--- config.mk ---
export PLATFORM = sky130hd
export DESIGN_NAME = cardclk_div
export DESIGN_NICKNAME = d
export VERILOG_FILES = /design/src/rtl/cardclk_pkg.sv /design/src/rtl/cardclk_rst_sync.sv /design/src/rtl/cardclk_phase.sv /design/src/rtl/cardclk_ctrl.sv /design/src/rtl/cardclk_out.sv /design/src/rtl/cardclk_div.sv
export SDC_FILE = /design/constraint.sdc
export NUM_CORES = 1
export LEC_CHECK = 0
export BUFFER_PORTS_ARGS = -buffer_cell sky130_fd_sc_hd__clkbuf_2
export CAP_MARGIN = 5
export CORE_AREA = 10 10 47 49
export DETAILED_ROUTE_END_ITERATION = 12
export DIE_AREA = 0 0 57 59
export SETUP_SLACK_MARGIN = 0.02
export SYNTH_ARGS = -nofsm -noshare
export SYNTH_HDL_FRONTEND = slang
export SYNTH_HIERARCHICAL = 1
export SYNTH_SLANG_ARGS = --single-unit
export TNS_END_PERCENT = 5
--- constraint.sdc ---
create_clock -name clk_in -period 0.8 [get_ports clk_in]
set_clock_uncertainty 0.2 [all_clocks]
set_input_delay 0.08 -clock clk_in [delete_from_list [all_inputs] [get_ports clk_in]]
set_output_delay 0.08 -clock clk_in [all_outputs]
set_load 0.01 [all_outputs]
--- src/rtl/cardclk_pkg.sv ---
`timescale 1ns/1ps
package cardclk_pkg;
  // number of binary divider stages; the bypass code equals this value
  localparam int unsigned CCLK_STAGES = 3;

  typedef enum logic [1:0] {
    RATIO_8 = 2'b00,
    RATIO_4 = 2'b01,
    RATIO_2 = 2'b10,
    RATIO_1 = 2'b11
  } ratio_e;
endpackage

--- src/rtl/cardclk_rst_sync.sv ---
`timescale 1ns/1ps
// Asynchronous assert, synchronous release of the block reset.
module cardclk_rst_sync (
  input  logic clk,
  input  logic arst_n,
  output logic srst_n
);
  logic [1:0] pipe_q;
  logic [1:0] pipe_d;

  always_comb pipe_d = {pipe_q[0], 1'b1};

  always_ff @(posedge clk or negedge arst_n) begin
    if (!arst_n) pipe_q <= '0;
    else         pipe_q <= pipe_d;
  end

  assign srst_n = pipe_q[1];
endmodule

--- src/rtl/cardclk_phase.sv ---
`timescale 1ns/1ps
// Free-running phase counter; its bits are the divided taps.
module cardclk_phase #(
  parameter int unsigned STAGES = 3
) (
  input  logic              clk,
  input  logic              rst_n,
  output logic [STAGES-1:0] ph_d,
  output logic              wrap
);
  localparam logic [STAGES-1:0] PH_LAST = '1;
  localparam logic [STAGES-1:0] PH_ONE  = STAGES'(1);

  logic [STAGES-1:0] ph_q;

  always_comb begin
    ph_d = ph_q + PH_ONE;
    wrap = (ph_q == PH_LAST);
  end

  always_ff @(posedge clk or negedge rst_n) begin
    if (!rst_n) ph_q <= '0;
    else        ph_q <= ph_d;
  end
endmodule

--- src/rtl/cardclk_ctrl.sv ---
`timescale 1ns/1ps
// Holds the applied ratio and park state; loads them only at the wrap.
module cardclk_ctrl #(
  parameter int unsigned SEL_W = 2
) (
  input  logic             clk,
  input  logic             rst_n,
  input  logic             wrap,
  input  logic [SEL_W-1:0] sel_i,
  input  logic             park_req,
  input  logic             park_lvl_req,
  output logic [SEL_W-1:0] sel_q,
  output logic [SEL_W-1:0] sel_d,
  output logic             park_q,
  output logic             park_d,
  output logic             lvl_d
);
  logic lvl_q;

  always_comb begin
    sel_d  = sel_q;
    park_d = park_q;
    lvl_d  = lvl_q;
    if (wrap) begin
      sel_d  = sel_i;
      park_d = park_req;
      lvl_d  = park_lvl_req;
    end
  end

  always_ff @(posedge clk or negedge rst_n) begin
    if (!rst_n) begin
      sel_q  <= '0;
      park_q <= 1'b1;
      lvl_q  <= 1'b0;
    end else begin
      sel_q  <= sel_d;
      park_q <= park_d;
      lvl_q  <= lvl_d;
    end
  end
endmodule

--- src/rtl/cardclk_out.sv ---
`timescale 1ns/1ps
// Output stage: registered divided level plus a falling-edge gate for pass-through.
module cardclk_out #(
  parameter int unsigned STAGES = 3,
  parameter int unsigned SEL_W  = 2
) (
  input  logic              clk,
  input  logic              rst_n,
  input  logic [STAGES-1:0] ph_d,
  input  logic [SEL_W-1:0]  sel_d,
  input  logic              park_d,
  input  logic              lvl_d,
  input  logic [SEL_W-1:0]  sel_q,
  input  logic              park_q,
  output logic              qdiv_q,
  output logic              byp_en_q
);
  localparam logic [SEL_W-1:0] BYP_CODE = SEL_W'(STAGES);

  logic [STAGES-1:0] tap;
  logic              tap_lvl;
  logic              qdiv_d;
  logic              byp_d;

  // select code s picks the tap that divides by 2**(STAGES-s)
  for (genvar s = 0; s < STAGES; s++) begin : g_tap
    assign tap[s] = ph_d[STAGES-1-s];
  end

  always_comb begin
    tap_lvl = 1'b0;
    for (int s = 0; s < STAGES; s++) begin
      if (sel_d == SEL_W'(s)) tap_lvl = tap[s];
    end
    qdiv_d = park_d ? lvl_d : tap_lvl;
    byp_d  = !park_q && (sel_q >= BYP_CODE);
  end

  always_ff @(posedge clk or negedge rst_n) begin
    if (!rst_n) qdiv_q <= 1'b0;
    else        qdiv_q <= qdiv_d;
  end

  // changes only while clk is low, so the AND gate in the top cannot chop a pulse
  always_ff @(negedge clk or negedge rst_n) begin
    if (!rst_n) byp_en_q <= 1'b0;
    else        byp_en_q <= byp_d;
  end
endmodule

--- src/rtl/cardclk_div.sv ---
`timescale 1ns/1ps
module cardclk_div #(
  parameter  int unsigned STAGES = cardclk_pkg::CCLK_STAGES,
  localparam int unsigned SEL_W  = $clog2(STAGES + 1)
) (
  input  logic             clk_in,
  input  logic             rst_n,
  input  logic             slot_en,
  input  logic [SEL_W-1:0] ratio_sel,
  input  logic             pdown_req,
  input  logic             park_high,
  output logic             card_clk
);
  logic              srst_n;
  logic [STAGES-1:0] ph_d;
  logic              wrap;
  logic [SEL_W-1:0]  sel_q;
  logic [SEL_W-1:0]  sel_d;
  logic              park_q;
  logic              park_d;
  logic              lvl_d;
  logic              qdiv_q;
  logic              byp_en_q;
  logic              want_park;
  logic              want_lvl;

  // an inactive slot is a low park that overrides the requested level
  assign want_park = pdown_req | ~slot_en;
  assign want_lvl  = slot_en & park_high;

  cardclk_rst_sync u_rst (
    .clk    (clk_in),
    .arst_n (rst_n),
    .srst_n (srst_n)
  );

  cardclk_phase #(.STAGES(STAGES)) u_phase (
    .clk   (clk_in),
    .rst_n (srst_n),
    .ph_d  (ph_d),
    .wrap  (wrap)
  );

  cardclk_ctrl #(.SEL_W(SEL_W)) u_ctrl (
    .clk          (clk_in),
    .rst_n        (srst_n),
    .wrap         (wrap),
    .sel_i        (ratio_sel),
    .park_req     (want_park),
    .park_lvl_req (want_lvl),
    .sel_q        (sel_q),
    .sel_d        (sel_d),
    .park_q       (park_q),
    .park_d       (park_d),
    .lvl_d        (lvl_d)
  );

  cardclk_out #(.STAGES(STAGES), .SEL_W(SEL_W)) u_out (
    .clk      (clk_in),
    .rst_n    (srst_n),
    .ph_d     (ph_d),
    .sel_d    (sel_d),
    .park_d   (park_d),
    .lvl_d    (lvl_d),
    .sel_q    (sel_q),
    .park_q   (park_q),
    .qdiv_q   (qdiv_q),
    .byp_en_q (byp_en_q)
  );

  assign card_clk = (clk_in & byp_en_q) | qdiv_q;
endmodule

==> metrics <==
slowest CP cell=dfrtp_1; FF+latch count, synth=11; Seq pwr share=0.468; Int Pwr=0.0009866 W; Comb power frac=0.052; RSZ-0062 raised after global routing=yes; worst hold margin=-224.7 ps; postcts setup bufs=0; Antenna Nets Post-Route=0; Crit Path Class=reg2reg; final wirelength=890 um; crit path capture type=register; placer congestion estimate=0.7365; Final Util=0.4188; average via count per standard cell=4.683; Die Y=59 um; overall via count from detail_route=295; Post-Syn Area per Cell=14.84 um^2; Hold Path Origin=ratio_sel[0]; Hold Path Sink=u_ctrl/sel_q[0]$_DFF_PN0_; Clock Pin Slew Worst Setup and Hold Paths=70 ps; DR iter-0 viols=10; P_leak=0.2888 nW; status=finished with violations; FF-to-FF path depth=5; Max Freq=0.5799 GHz; top-count cell post-synth=dfrtp_1; WP buf/inv=0; Yosys warning total=6; clock share of power=0.480; Net Sw Power=0.0002668 W; worst path cell trace=ha_2 > ha_4 > mux2_4 > mux2i_1 > o311ai_1; initial antenna violation count=0; CP max FO=4; largest net degree at the start of global routing=9; sequential share of the synthesized area=0.6657; CP arrival=1800 ps; setup TNS=-5401 ps; Row Count=14; later-pin clock latency in the skew report=370 ps; switching share of power=0.2128; max-slew violations=0; Post-Syn Instances=28; count of cell types in the netlist=15; Worst Hold Depth=2; GR Overflow Total=0; Core Box Area=0.001401 mm^2; layout cells sized above 1=0.5319; Pwr per Cell Area=2136 mW/mm^2; Post-synth EDFFs=0; CTS hold repair buffers=1; GRT Resource Usage Total=0.06457; CTS tree=done; Final min period=1724 ps; Post-synth ARST share=1.000; final setup fails=10; final hold vios=14; area grow syn2layout=41.27%; critical path's top delay family=multiplexers; most frequent cells after synthesis=dfrtp_1, mux2_2, ha_1, nand2_1; DP Wirelength=646.2 um; post-synthesis cell area=415.4 um^2; initial core utilization=0.2964; critical path depth in cells=5; die width=57 um; Mapped Nets=37; Primary FF master, synth=dfrtp_1; post-route cell area=586.8 um^2; Worst R2R Setup Slack=-920 ps; FF-to-FF Start=u_phase/ph_q[0]$_DFF_PN0_; die area=0.003363 mm^2; Area contributors post-synth=dfrtp_1, mux2_2, dfstp_2; first-pass GRT wire length=1455 um; vias in the first global route=326; fin crit share=2.155; VDD IR max=1.162 mV; drt pass-1 iters=3; nets=57; violated checks=hold timing, setup timing; Final WS setup=-924.3 ps; max incr delay on CP=380 ps; n_diodes=0; hold crit path type=in2reg; Startpoint Class=register; Worst EP required=870 ps; Yosys top cell area share=0.5422; IO Pins=8; DP Area=519.2 um^2; wire length per cell=14.13 um; I/O Buffers=7; R2R Path End=u_out/qdiv_q$_DFF_PN0_; cell taking the most area after synthesis=dfrtp_1; DRC Markers=0; total of max-cap violations=0
==> per-layer routing <==
metal  up-vias  global-route usage  routed length, um
li1        133                   -                  -
met1       146             0.04756                373
met2        11             0.08217                409
met3         5             0.06867                 71
met4         0             0.08054                 34
met5         -                   0                  0
==> cell families after synthesis <==
| logic type | after synthesis | synth area share |
|---|---|---|
| mux | 5 | 0.1325 |
| simple gates | 6 | 0.08435 |
| other cells | 1 | 0.009027 |
| compound gates | 2 | 0.03917 |
| flops | 11 | 0.6657 |
| fa+ha+maj | 2 | 0.06023 |
| buf+inv | 1 | 0.009027 |
==> worst reg2reg max path: stages, from the launching register on <==
cell and delay [ps]:
dfrtp_1 380, ha_2 190, ha_4 180, mux2_4 320
mux2i_1 120, o311ai_1 230
==> placed cells by master (no fill, tap or decap), types with 2 or more instances in the layout <==
master and count:
dfrtp_1 9, clkbuf_4 6, clkbuf_2 6, buf_4 4
mux2_2 3, nand2_1 2
==> worst max-delay path by stage <==
| stage | slack (ps) | from | endpoint |
|---|---|---|---|
| 2_1_floorplan | -820 | u_phase/ph_q[0]$_DFF_PN0_ | u_out/qdiv_q$_DFF_PN0_ |
| 3_3_place_gp | -860 | u_phase/ph_q[0]$_DFF_PN0_ | u_out/qdiv_q$_DFF_PN0_ |
| 3_5_place_dp | -880 | u_phase/ph_q[0]$_DFF_PN0_ | u_out/qdiv_q$_DFF_PN0_ |
| 4_1_cts | -920 | u_out/byp_en_q$_DFF_NN0_ | card_clk |
| 5_1_grt | -1000 | u_phase/ph_q[0]$_DFF_PN0_ | u_out/qdiv_q$_DFF_PN0_ |
| 6_report | -920 | u_phase/ph_q[0]$_DFF_PN0_ | u_out/qdiv_q$_DFF_PN0_ |
==> registers in the layout, summed over array words and instances, names as in the netlist <==
name / cells
u_ctrl/sel_q: 2
u_phase/ph_q: 3
u_rst/pipe_q: 2
u_out/byp_en_q: 1
u_ctrl/lvl_q: 1
u_ctrl/park_q: 1
u_out/qdiv_q: 1
==> metrics by stage <==
stage | power (W) | setup WS [ps] | instances
2_1_floorplan | 0.0006333 | -823.9 | 28
3_3_place_gp | 0.0006675 | -856.0 | 55
3_5_place_dp | 0.0006702 | -879.6 | 55
4_1_cts | 0.001286 | -920.5 | 63
5_1_grt | 0.001355 | -1001 | 63
6_report | 0.001253 | -924.3 | 63
==> final cells by class <==
type                    count  area [um^2]
fillers                   136        814.5
well taps                  16        20.02
flip-flops and latches     11        276.5
clock buffers               8        60.06
multi-input cells          16        156.4
inverters                   1        3.754
repair buffers             11        70.07
==> power by group through the flow <==
| stage | logic, W | registers [W] | clock network [W] |
|---|---|---|---|
| CTS | 0.0000659 | 0.000587 | 0.000634 |
| global placement | 0.0000588 | 0.000596 | 0.0000127 |
| global route | 0.0000726 | 0.000588 | 0.000694 |
| floorplan | 0.0000263 | 0.000599 | 0.00000809 |
| finish | 0.0000649 | 0.000587 | 0.000602 |
| detailed placement | 0.0000606 | 0.000597 | 0.0000127 |
==> timing repair <==
item                       in CTS  in global routing
resized for setup               1                  2
setup endpoints to repair      10                 10
hold endpoints to repair        7                  7
pin swaps                       1                  0
Power figures use the tool's default switching activity.
